==> config.mk <==
export PLATFORM = sky130hd
export DESIGN_NAME = grpmod_regs
export DESIGN_NICKNAME = d
export VERILOG_FILES = /design/src/rtl/grpmod_pkg.sv /design/src/rtl/grpmod_decode.sv /design/src/rtl/grpmod_ctrl.sv /design/src/rtl/grpmod_bank.sv /design/src/rtl/grpmod_regs.sv
export SDC_FILE = /design/constraint.sdc
export NUM_CORES = 2
export LEC_CHECK = 0
export BUFFER_PORTS_ARGS = -buffer_cell sky130_fd_sc_hd__buf_2
export CORE_AREA = 2 2 427 429
export CTS_BUF_LIST = sky130_fd_sc_hd__clkbuf_8 sky130_fd_sc_hd__clkbuf_16
export DETAILED_ROUTE_END_ITERATION = 8
export DIE_AREA = 0 0 429 431
export SLEW_MARGIN = 20
export SYNTH_ARGS = -nofsm -noshare
export SYNTH_HDL_FRONTEND = slang
export SYNTH_SLANG_ARGS = --single-unit
==> constraint.sdc <==
create_clock -name clk -period 3.75 [get_ports clk]
set_clock_uncertainty 0.2 [all_clocks]
set_input_delay 0.75 -clock clk [delete_from_list [all_inputs] [get_ports clk]]
set_output_delay 0.75 -clock clk [all_outputs]
set_load 0.02 [all_outputs]
==> src/rtl/grpmod_pkg.sv <==
package grpmod_pkg;

    localparam int unsigned DATA_W     = 32;
    localparam int unsigned OFF_W      = 12;
    localparam int unsigned MAX_REGS   = 32;
    localparam int unsigned BIT_RT_S   = 4;
    localparam int unsigned BIT_RT_NS  = 5;
    localparam int unsigned BIT_SECDIS = 6;

    // window 0x0D00..0x0D7F: offset[11:7] == 5'b11010
    localparam logic [4:0] MOD_WIN_TAG = 5'b11010;

    typedef enum logic [1:0] {
        ACC_NORMAL = 2'd0,
        ACC_RAZWI  = 2'd1,
        ACC_RES0   = 2'd2
    } acc_class_e;

    typedef struct packed {
        logic sec_dis;
        logic route_ns;
        logic route_s;
    } dist_ctrl_t;

    typedef struct packed {
        logic              valid;
        logic              write;
        logic              nonsec;
        logic [OFF_W-1:0]  offset;
        logic [DATA_W-1:0] wdata;
    } bus_req_t;

    // Reserved-zero wins over the non-secure filter.
    function automatic acc_class_e classify(dist_ctrl_t c, logic nonsec, logic idx_zero);
        if (c.sec_dis || !c.route_s || idx_zero) return ACC_RES0;
        if (nonsec) return ACC_RAZWI;
        return ACC_NORMAL;
    endfunction

    function automatic logic [DATA_W-1:0] ctrl_to_word(dist_ctrl_t c);
        logic [DATA_W-1:0] w;
        w             = '0;
        w[BIT_RT_S]   = c.route_s;
        w[BIT_RT_NS]  = c.route_ns;
        w[BIT_SECDIS] = c.sec_dis;
        return w;
    endfunction

    function automatic logic bank_visible(dist_ctrl_t c);
        return !c.sec_dis && c.route_s;
    endfunction

endpackage

==> src/rtl/grpmod_decode.sv <==
module grpmod_decode
    import grpmod_pkg::*;
#(
    parameter int unsigned NUM_REGS = 32,
    parameter int unsigned IDX_W    = 5
) (
    input  logic [OFF_W-1:0] offset,
    output logic             hit_ctrl,
    output logic             hit_mod,
    output logic [IDX_W-1:0] mod_idx,
    output logic             idx_zero
);
    logic       aligned;
    logic       in_window;
    logic [4:0] word;

    always_comb begin
        aligned   = (offset[1:0] == 2'b00);
        in_window = (offset[11:7] == MOD_WIN_TAG);
        word      = offset[6:2];
        hit_ctrl  = aligned && (offset[11:2] == '0);
        hit_mod   = aligned && in_window && (32'(word) < NUM_REGS);
        mod_idx   = word[IDX_W-1:0];
        idx_zero  = (word == 5'd0);
    end
endmodule

==> src/rtl/grpmod_ctrl.sv <==
module grpmod_ctrl
    import grpmod_pkg::*;
(
    input  logic       clk,
    input  logic       rst,
    input  logic       req_valid,
    input  logic       req_write,
    input  logic       req_nonsec,
    input  logic       hit_ctrl,
    input  logic [2:0] wfield,
    output dist_ctrl_t ctrl
);
    dist_ctrl_t ctrl_q;
    logic       wr_en;

    always_comb wr_en = req_valid && req_write && hit_ctrl && !req_nonsec;

    always_ff @(posedge clk) begin
        if (rst) begin
            ctrl_q <= '0;
        end else if (wr_en) begin
            ctrl_q.route_s  <= wfield[0];
            ctrl_q.route_ns <= wfield[1];
            ctrl_q.sec_dis  <= wfield[2];
        end
    end

    assign ctrl = ctrl_q;

    assert_ns_ctrl_ignored_R3: assert property (@(posedge clk) disable iff (rst)
        (req_valid && req_write && hit_ctrl && req_nonsec) |=> $stable(ctrl_q));
endmodule

==> src/rtl/grpmod_bank.sv <==
module grpmod_bank
    import grpmod_pkg::*;
#(
    parameter int unsigned NUM_REGS = 32,
    parameter int unsigned IDX_W    = 5
) (
    input  logic                       clk,
    input  logic                       rst,
    input  dist_ctrl_t                 ctrl,
    input  logic                       wr_en,
    input  logic [IDX_W-1:0]           idx,
    input  logic [DATA_W-1:0]          wdata,
    output logic [DATA_W-1:0]          rd_word,
    output logic [NUM_REGS*DATA_W-1:0] export_bits
);
    logic [DATA_W-1:0] store [NUM_REGS];
    logic              vis;

    always_comb vis = bank_visible(ctrl);

    for (genvar g = 0; g < NUM_REGS; g++) begin : g_reg
        if (g == 0) begin : g_fixed
            // IDs 0..31 are owned by per-core logic: no storage here
            assign store[g] = '0;
        end else begin : g_live
            logic [DATA_W-1:0] word_q;
            always_ff @(posedge clk) begin
                if (rst) word_q <= '0;
                else if (wr_en && (idx == IDX_W'(g))) word_q <= wdata;
            end
            assign store[g] = word_q;
        end
        assign export_bits[g*DATA_W +: DATA_W] = vis ? store[g] : '0;
    end

    always_comb rd_word = store[idx];

    assert_slice0_export_R7: assert property (@(posedge clk) disable iff (rst)
        export_bits[DATA_W-1:0] == '0);
endmodule

==> src/rtl/grpmod_regs.sv <==
module grpmod_regs
    import grpmod_pkg::*;
#(
    parameter int unsigned NUM_REGS = 32
) (
    input  logic                       clk,
    input  logic                       rst,
    input  logic                       bus_valid,
    input  logic                       bus_write,
    input  logic [11:0]                bus_offset,
    input  logic [31:0]                bus_wdata,
    input  logic                       bus_nonsec,
    output logic [31:0]                bus_rdata,
    output logic [NUM_REGS*32-1:0]     grp_mod_bits
);
    localparam int unsigned IDX_W = (NUM_REGS > 1) ? $clog2(NUM_REGS) : 1;

    bus_req_t          req;
    dist_ctrl_t        ctrl;
    logic              hit_ctrl, hit_mod, idx_zero;
    logic [IDX_W-1:0]  mod_idx;
    acc_class_e        acc;
    logic              mod_wr;
    logic [DATA_W-1:0] stored_word;
    logic [DATA_W-1:0] rd_mux;
    logic [DATA_W-1:0] rdata_q;

    always_comb begin
        req.valid  = bus_valid;
        req.write  = bus_write;
        req.nonsec = bus_nonsec;
        req.offset = bus_offset;
        req.wdata  = bus_wdata;
    end

    grpmod_decode #(.NUM_REGS(NUM_REGS), .IDX_W(IDX_W)) u_decode (
        .offset   (req.offset),
        .hit_ctrl (hit_ctrl),
        .hit_mod  (hit_mod),
        .mod_idx  (mod_idx),
        .idx_zero (idx_zero)
    );

    grpmod_ctrl u_ctrl (
        .clk        (clk),
        .rst        (rst),
        .req_valid  (req.valid),
        .req_write  (req.write),
        .req_nonsec (req.nonsec),
        .hit_ctrl   (hit_ctrl),
        .wfield     (req.wdata[BIT_SECDIS:BIT_RT_S]),
        .ctrl       (ctrl)
    );

    always_comb begin
        acc    = classify(ctrl, req.nonsec, idx_zero);
        mod_wr = req.valid && req.write && hit_mod && (acc == ACC_NORMAL);
    end

    grpmod_bank #(.NUM_REGS(NUM_REGS), .IDX_W(IDX_W)) u_bank (
        .clk         (clk),
        .rst         (rst),
        .ctrl        (ctrl),
        .wr_en       (mod_wr),
        .idx         (mod_idx),
        .wdata       (req.wdata),
        .rd_word     (stored_word),
        .export_bits (grp_mod_bits)
    );

    always_comb begin
        if (hit_ctrl)                              rd_mux = ctrl_to_word(ctrl);
        else if (hit_mod && (acc == ACC_NORMAL))   rd_mux = stored_word;
        else                                       rd_mux = '0;
    end

    always_ff @(posedge clk) begin
        if (rst) rdata_q <= '0;
        else     rdata_q <= (req.valid && !req.write) ? rd_mux : '0;
    end

    assign bus_rdata = rdata_q;

    assert_ns_raz_R5: assert property (@(posedge clk) disable iff (rst)
        (bus_valid && !bus_write && bus_nonsec && !ctrl.sec_dis && hit_mod)
        |=> (bus_rdata == '0));

    assert_idx0_raz_R7: assert property (@(posedge clk) disable iff (rst)
        (bus_valid && !bus_write && (bus_offset == 12'hD00)) |=> (bus_rdata == '0));

    assert_idle_rdata_R10: assert property (@(posedge clk) disable iff (rst)
        !(bus_valid && !bus_write) |=> (bus_rdata == '0));

    assert_hidden_export_R6: assert property (@(posedge clk) disable iff (rst)
        (ctrl.sec_dis || !ctrl.route_s) |-> (grp_mod_bits == '0));

    assert_unmapped_raz_R9: assert property (@(posedge clk) disable iff (rst)
        (bus_valid && !bus_write && !hit_ctrl && !hit_mod) |=> (bus_rdata == '0));
endmodule

# Yosys cells after proc, flatten, opt, wreduce, memory -nomap -nowiden
# Cells that the tools add are included.
[totals]
register_bits = 1027
latchBits = 0
ramBits = 0
mem_bits_ro = 0
inputBits = 49
output_inout_bits = 1056
n_memories = 0
[op_classes]
n_addsub = 0
mul = 0
div_mod_pow = 0
magnitude_cmp = 1
n_eq_ne = 32
n_shift = 0
muxes = 43
n_bitwise = 3
reduce_logical = 53
[ops]
columns = ["cell", "count"]
rows = [
  ["2-to-1 mux 32 bit", 33],
  ["binary-select mux 32 bit (select 5 bit)", 1],
  ["equality test 5 bit (second input constant)", 17],
  ["logical AND 1 bit", 41],
  ["equality test 5 x 4 -> 1 bit (second input constant)", 8],
  ["equality test 5 x 3 -> 1 bit (second input constant)", 4],
  ["2-to-1 mux 7 bit", 2],
  ["equality test 5 x 2 -> 1 bit (second input constant)", 2],
  ["zero test 10 bit", 1],
  ["2-to-1 mux 2 bit", 4],
  [">= comparator 6 bit (second input constant)", 1],
  ["inverter 5 -> 6 bit", 1],
  ["equality test 5 x 1 -> 1 bit (second input constant)", 1],
  ["zero test 5 bit", 1],
  ["zero test 1 bit", 4],
  ["zero test 2 bit", 2],
  ["OR reduction 4 bit", 1],
  ["2-to-1 mux 1 bit", 3],
  ["logical OR 1 bit", 2],
  ["inverter 1 bit", 2],
  ["OR reduction 2 bit", 1],
]

# Depth between registers and ports, before layout
[depth]
word_depth = 11
mapped_depth = 11

# By module
# From an unflattened synthesis, not the netlist that was laid out.
[hier_totals]
cells_unflattened = 6584
hier_area_um2 = 50898.8
[modules_own_cells]
columns = ["mod", "n_inst", "cells_each", "area_each_um2", "seq_area_each_um2"]
rows = [
  ["grpmod_bank", 1, 6482, 49675.1, 19859.0],
  ["grpmod_regs", 1, 76, 987.2, 640.6],
  ["grpmod_ctrl", 1, 14, 148.9, 60.1],
  ["grpmod_decode", 1, 12, 87.6, 0.0],
]

# Least setup slack after synthesis
# No wires, ideal clock.
[synth_path]
path_kind = "input port to flip-flop"
start = "input bus_offset[2]"
end = "register rdata_q[23], in the netlist bus_rdata[23]"
setup_time_ns = 0.132
t_arrival_ns = 2.740
slack_ns = 0.678
cell_stages = 7
path_buffers = 3
path_cell_list = "buf_2 > buf_2 > buf_1 > mux4_2 > mux4_2 > nand2_1 > a21oi_1"
[synth_between]
elab_chain_cells = 8
word_cells_on_any_way = 14
[synth_rtl]
columns = ["element", "line_no", "rtl"]
rows = [
  ["start: declaration", "grpmod_regs.sv:10", "input logic [11:0] bus_offset,"],
  ["zero test 5 bit", "grpmod_decode.sv:24", "idx_zero = (word == 5'd0);"],
  ["logical OR 1 bit", "grpmod_pkg.sv:35", "if (c.sec_dis || !c.route_s || idx_zero) return ACC_RES0;"],
  ["2-to-1 mux 1 bit", "grpmod_pkg.sv:35", ""],
  ["2-to-1 mux 2 bit", "grpmod_pkg.sv:36", "if (nonsec) return ACC_RAZWI;"],
  ["zero test 2 bit", "grpmod_regs.sv:73", "else if (hit_mod && (acc == ACC_NORMAL)) rd_mux = stored_word;"],
  ["logical AND 1 bit", "grpmod_regs.sv:73", ""],
  ["inverter 1 bit (no source line)", "-", ""],
  ["OR reduction 4 bit (no source line)", "-", ""],
  ["end signal: assignment", "grpmod_regs.sv:79", "else rdata_q <= (req.valid && !req.write) ? rd_mux : '0;"],
  ["end: declaration", "grpmod_regs.sv:26", "logic [DATA_W-1:0] rdata_q;"],
]
# Parallel ways exist; a longest one is shown, timed or not. The select of a mux whose other input is x is not followed.
# A chain may end at the register's enable or synchronous reset.

# Final worst setup path
[layout_path]
start = "register u_ctrl.ctrl_q, in the netlist u_ctrl.ctrl[0]"
end = "output grp_mod_bits[335]"
[layout_between]
elab_chain_cells = 2
[layout_rtl]
columns = ["element", "line_no", "rtl"]
rows = [
  ["start: declaration", "grpmod_ctrl.sv:13", "dist_ctrl_t ctrl_q;"],
  ["logical AND 1 bit", "grpmod_pkg.sv:50", "return !c.sec_dis && c.route_s;"],
  ["2-to-1 mux 32 bit", "grpmod_bank.sv:33", "assign export_bits[g*DATA_W +: DATA_W] = vis ? store[g] : '0;"],
  ["end: declaration", "grpmod_regs.sv:14", "output logic [NUM_REGS*32-1:0] grp_mod_bits"],
]
# No other way between the ends.

==> flow_summary.toml <==
[die]
die-area_um2 = 185000
rows = 156
num_io_pins = 1105
start_util_pct = 27.9
die_w_um = 429
core-area_um2 = 180000
die_y_um = 431

[placement]
io_buffers = 1072
globalplace.congestion = 0.926
dpl.cell_count = 9380
place_hpwl_um = 214000

[clock_tree]
ctsLongestPathBuffers = 3
cts_resized = 0
htreeDepth = 3
root_buffer = "clkbuf_16"
cts_buffers = 118
cts_tree = "built"
clk_pin_slew_ns = 0.07
cts_setup_buffers = 0
holdBufCountCts = 0
clkLatencyLatePin_ns = 0.81
cts.sinks = 1027

[setup_path]
r2r_slack_ns = 1.05
end_kind = "primary output"
crit_end = "grp_mod_bits[335]"
rr_startpoint = "u_ctrl.ctrl[2]$_SDFFE_PP0P_"
path_cells = "nor2b_4 -> buf_12 -> buf_16 -> and2_1 -> buf_2"
max_stage_delay_ns = 0.39
reg2reg_to = "u_bank.g_reg[24].g_live.word_q[6]$_SDFFE_PP0P_"
ff2ff_path_depth = 7
cp.required_ns = 2.80
start_kind = "flip-flop"
startpoint = "u_ctrl.ctrl[0]$_SDFFE_PP0P_"
cp_max_fo = 165
path_class = "flip-flop to primary output"
critPathArrivalTime_ns = 2.68
slowest_stage = "buf_16"

[timing]
max_clock_freq_mhz = 276
finalCritPeriodShare_pct = 96.8
finalSetupTns_ns = 0
finalHoldViolCount = 0
finalSetupViolCount = 0
slew_violations = 0
rsz0062_at_grt = "false"
maxSlewHeadroom_pct = 16.4
tightestPinTransition_ns = 1.25
period_minus_slack_ns = 3.63

[layout]
fin_nets = 7179
drive_above_1_share_pct = 25.5
area_delta_synth_final_pct = 25.0
instances_no_fill = 9614

[yosys]
syn_avg_cell_area_um2 = 7.92
ys_types = 53
synth_top_flop_cell = "dfxtp_1"
syn_inst = 6342
synth_xor_area_share_pct = 0
synth_fa_ha_area_share_pct = 0
synth_compound_area_share_pct = 11.8
synthSimpleGateAreaFrac_pct = 29.5
synth_mux_area_share_pct = 12.5
yosys_warnings = 0
syn-cell-area_um2 = 50200
synth_edf_count = 0
synth_seq_area_share_pct = 40.9
synth_async_sr_flop_share_pct = 0
synth_top_family_by_area = "simple AND/OR/NAND/NOR gates"
ys_seq_elements = 1027

[grt]
grt_pass1_vias = 47700
grt_pass1_wl_um = 398000
grt_usage_pct = 30.5
grt_start_max_net_pins = 199
grt-ovfl-total = 0
antenna_found_initial = 33

[power]
pwr-share-clk_pct = 49.4
p_seq_share_pct = 45.3
p_comb_share_pct = 5.3
netSwitchingPower_uw = 6180
intPower_uw = 17900
ir_drop_uv = 417
power_density_nw_per_um2 = 383
p_sw_share_pct = 25.7
leakage_uw = 0.0249

[min_path]
min_path_type = "input port to flip-flop"

[routing]
drcViolationCount = 0
drt_pass1_iterations = 6
final_antenna_net_count = 0
avgRoutedWirePerCell_um = 30.8
drtIter0Drc = 6616
dr_total_vias = 51900
viasPerCell = 5.40
finalWirelength_um = 296000

[run_status]
status = "finished clean"

[flow_run]
cap_violations = 0
==> metal layers <==
layer / routed length [µm] / up-vias / part of all wire [%] / GRT usage [%]
met3: 25500 / 698 / 8.6 / 5.90
met2: 133000 / 3421 / 45 / 47.8
met5: 90 / - / 0.030 / 0
met1: 113000 / 25500 / 38 / 37.6
li1: - / 22300 / - / -
met4: 24600 / 14 / 8.3 / 22.0
==> cell usage after synthesis (all sizes together) (10+ instances only) <==
| library cell | count | area, µm² |
|---|---|---|
| nand2 | 2065 | 7750 |
| dfxtp | 1027 | 20600 |
| a21oi | 1025 | 5130 |
| and2 | 997 | 6240 |
| clkbuf | 495 | 1860 |
| mux4 | 237 | 5340 |
| buf | 157 | 828 |
| mux2i | 47 | 470 |
| nor2 | 47 | 176 |
| mux2 | 41 | 462 |
| nand3 | 41 | 205 |
| a22o | 24 | 210 |
| a22oi | 17 | 128 |
| nor2b | 12 | 75.1 |
| and3 | 11 | 68.8 |
| nor3 | 11 | 80.1 |
| o21ai | 11 | 55.1 |
| nand2b | 10 | 62.6 |
==> worst min path at each step <==
stage / cells after the start / from / slack, ns / to
floorplan: 2 / u_ctrl.ctrl[1]$_SDFFE_PP0P_ / 0.22 / bus_rdata[5]$_SDFF_PP0_
detailed placement: 2 / u_bank.g_reg[18].g_live.word_q[11]$_SDFFE_PP0P_ / 0.25 / u_bank.g_reg[18].g_live.word_q[11]$_SDFFE_PP0P_
global placement: 2 / u_bank.g_reg[7].g_live.word_q[29]$_SDFFE_PP0P_ / 0.25 / u_bank.g_reg[7].g_live.word_q[29]$_SDFFE_PP0P_
finish: 2 / rst / 0.12 / u_bank.g_reg[13].g_live.word_q[11]$_SDFFE_PP0P_
CTS: 2 / rst / 0.06 / u_bank.g_reg[13].g_live.word_q[11]$_SDFFE_PP0P_
global route: 2 / rst / 0.1 / u_bank.g_reg[15].g_live.word_q[11]$_SDFFE_PP0P_
==> critical path, delay by kind of cell, from the launching register on <==
kind                   cells  cell delay [ns]
buffers and inverters      3             0.79
and+or+nand+nor            2             0.59
DFF                        1             0.38
==> through the flow <==
step | setup WS, ns | util, % | instance area [µm²] | total power (µW) | hold slack [ns]
detailed placement | -0.114 | 32.6 | 58800 | 12400 | 0.253
CTS | 0.0400 | 34.8 | 62700 | 24200 | 0.0606
global route | 0.00508 | 34.8 | 62700 | 24600 | 0.0962
floorplan | 0.678 | - | 50300 | 11800 | 0.224
global placement | -0.0582 | 32.6 | 58800 | 12400 | 0.245
finish | 0.121 | 34.8 | 62800 | 24100 | 0.120
==> kinds of logic after synthesis <==
logic type / after synthesis
AOI/OAI and AO/OA: 1123
buffers and inverters: 654
DFF: 1027
muxes: 325
other: 1
and+or+nand+nor: 3212
==> flip-flops by register name, indices dropped and copies added, names as in the netlist <==
name	count
bus_rdata	32
u_bank.g.g_live.word_q	992
u_ctrl.ctrl	3
==> power groups by stage <==
| stage | sequential [µW] | clock (µW) | combinational (µW) |
|---|---|---|---|
| after floorplan | 11200 | 0 | 663 |
| after global placement | 11200 | 0 | 1250 |
| after detailed placement | 11200 | 0 | 1250 |
| after CTS | 10900 | 12000 | 1250 |
| after global routing | 10900 | 12400 | 1290 |
| final | 10900 | 11900 | 1260 |
==> final cells by class <==
class                           instances  area [µm²]
Fill cell                           18700      117000
Multi-Input combinational cell       4692       27400
Sequential cell                      1027       20600
Timing Repair Buffer                 1289        7860
Clock buffer                          149        3390
Tap cell                             2370        2970
Clock inverter                         68         519
Antenna cell                           17        42.5
Inverter                                2        7.51
==> cell usage in the layout, fill, tap and decap left out, drive strengths merged, types with 32 or more instances in the layout <==
master and n:
clkinv 32, mux2 41, mux2i 47, dfxtp 1027, and2 997, a21oi 1025, nand2 2065, conb 32
buf 1288, mux4 237, clkbuf 150, nand3 41, nor2 47
(Power assumes the default switching activity.)
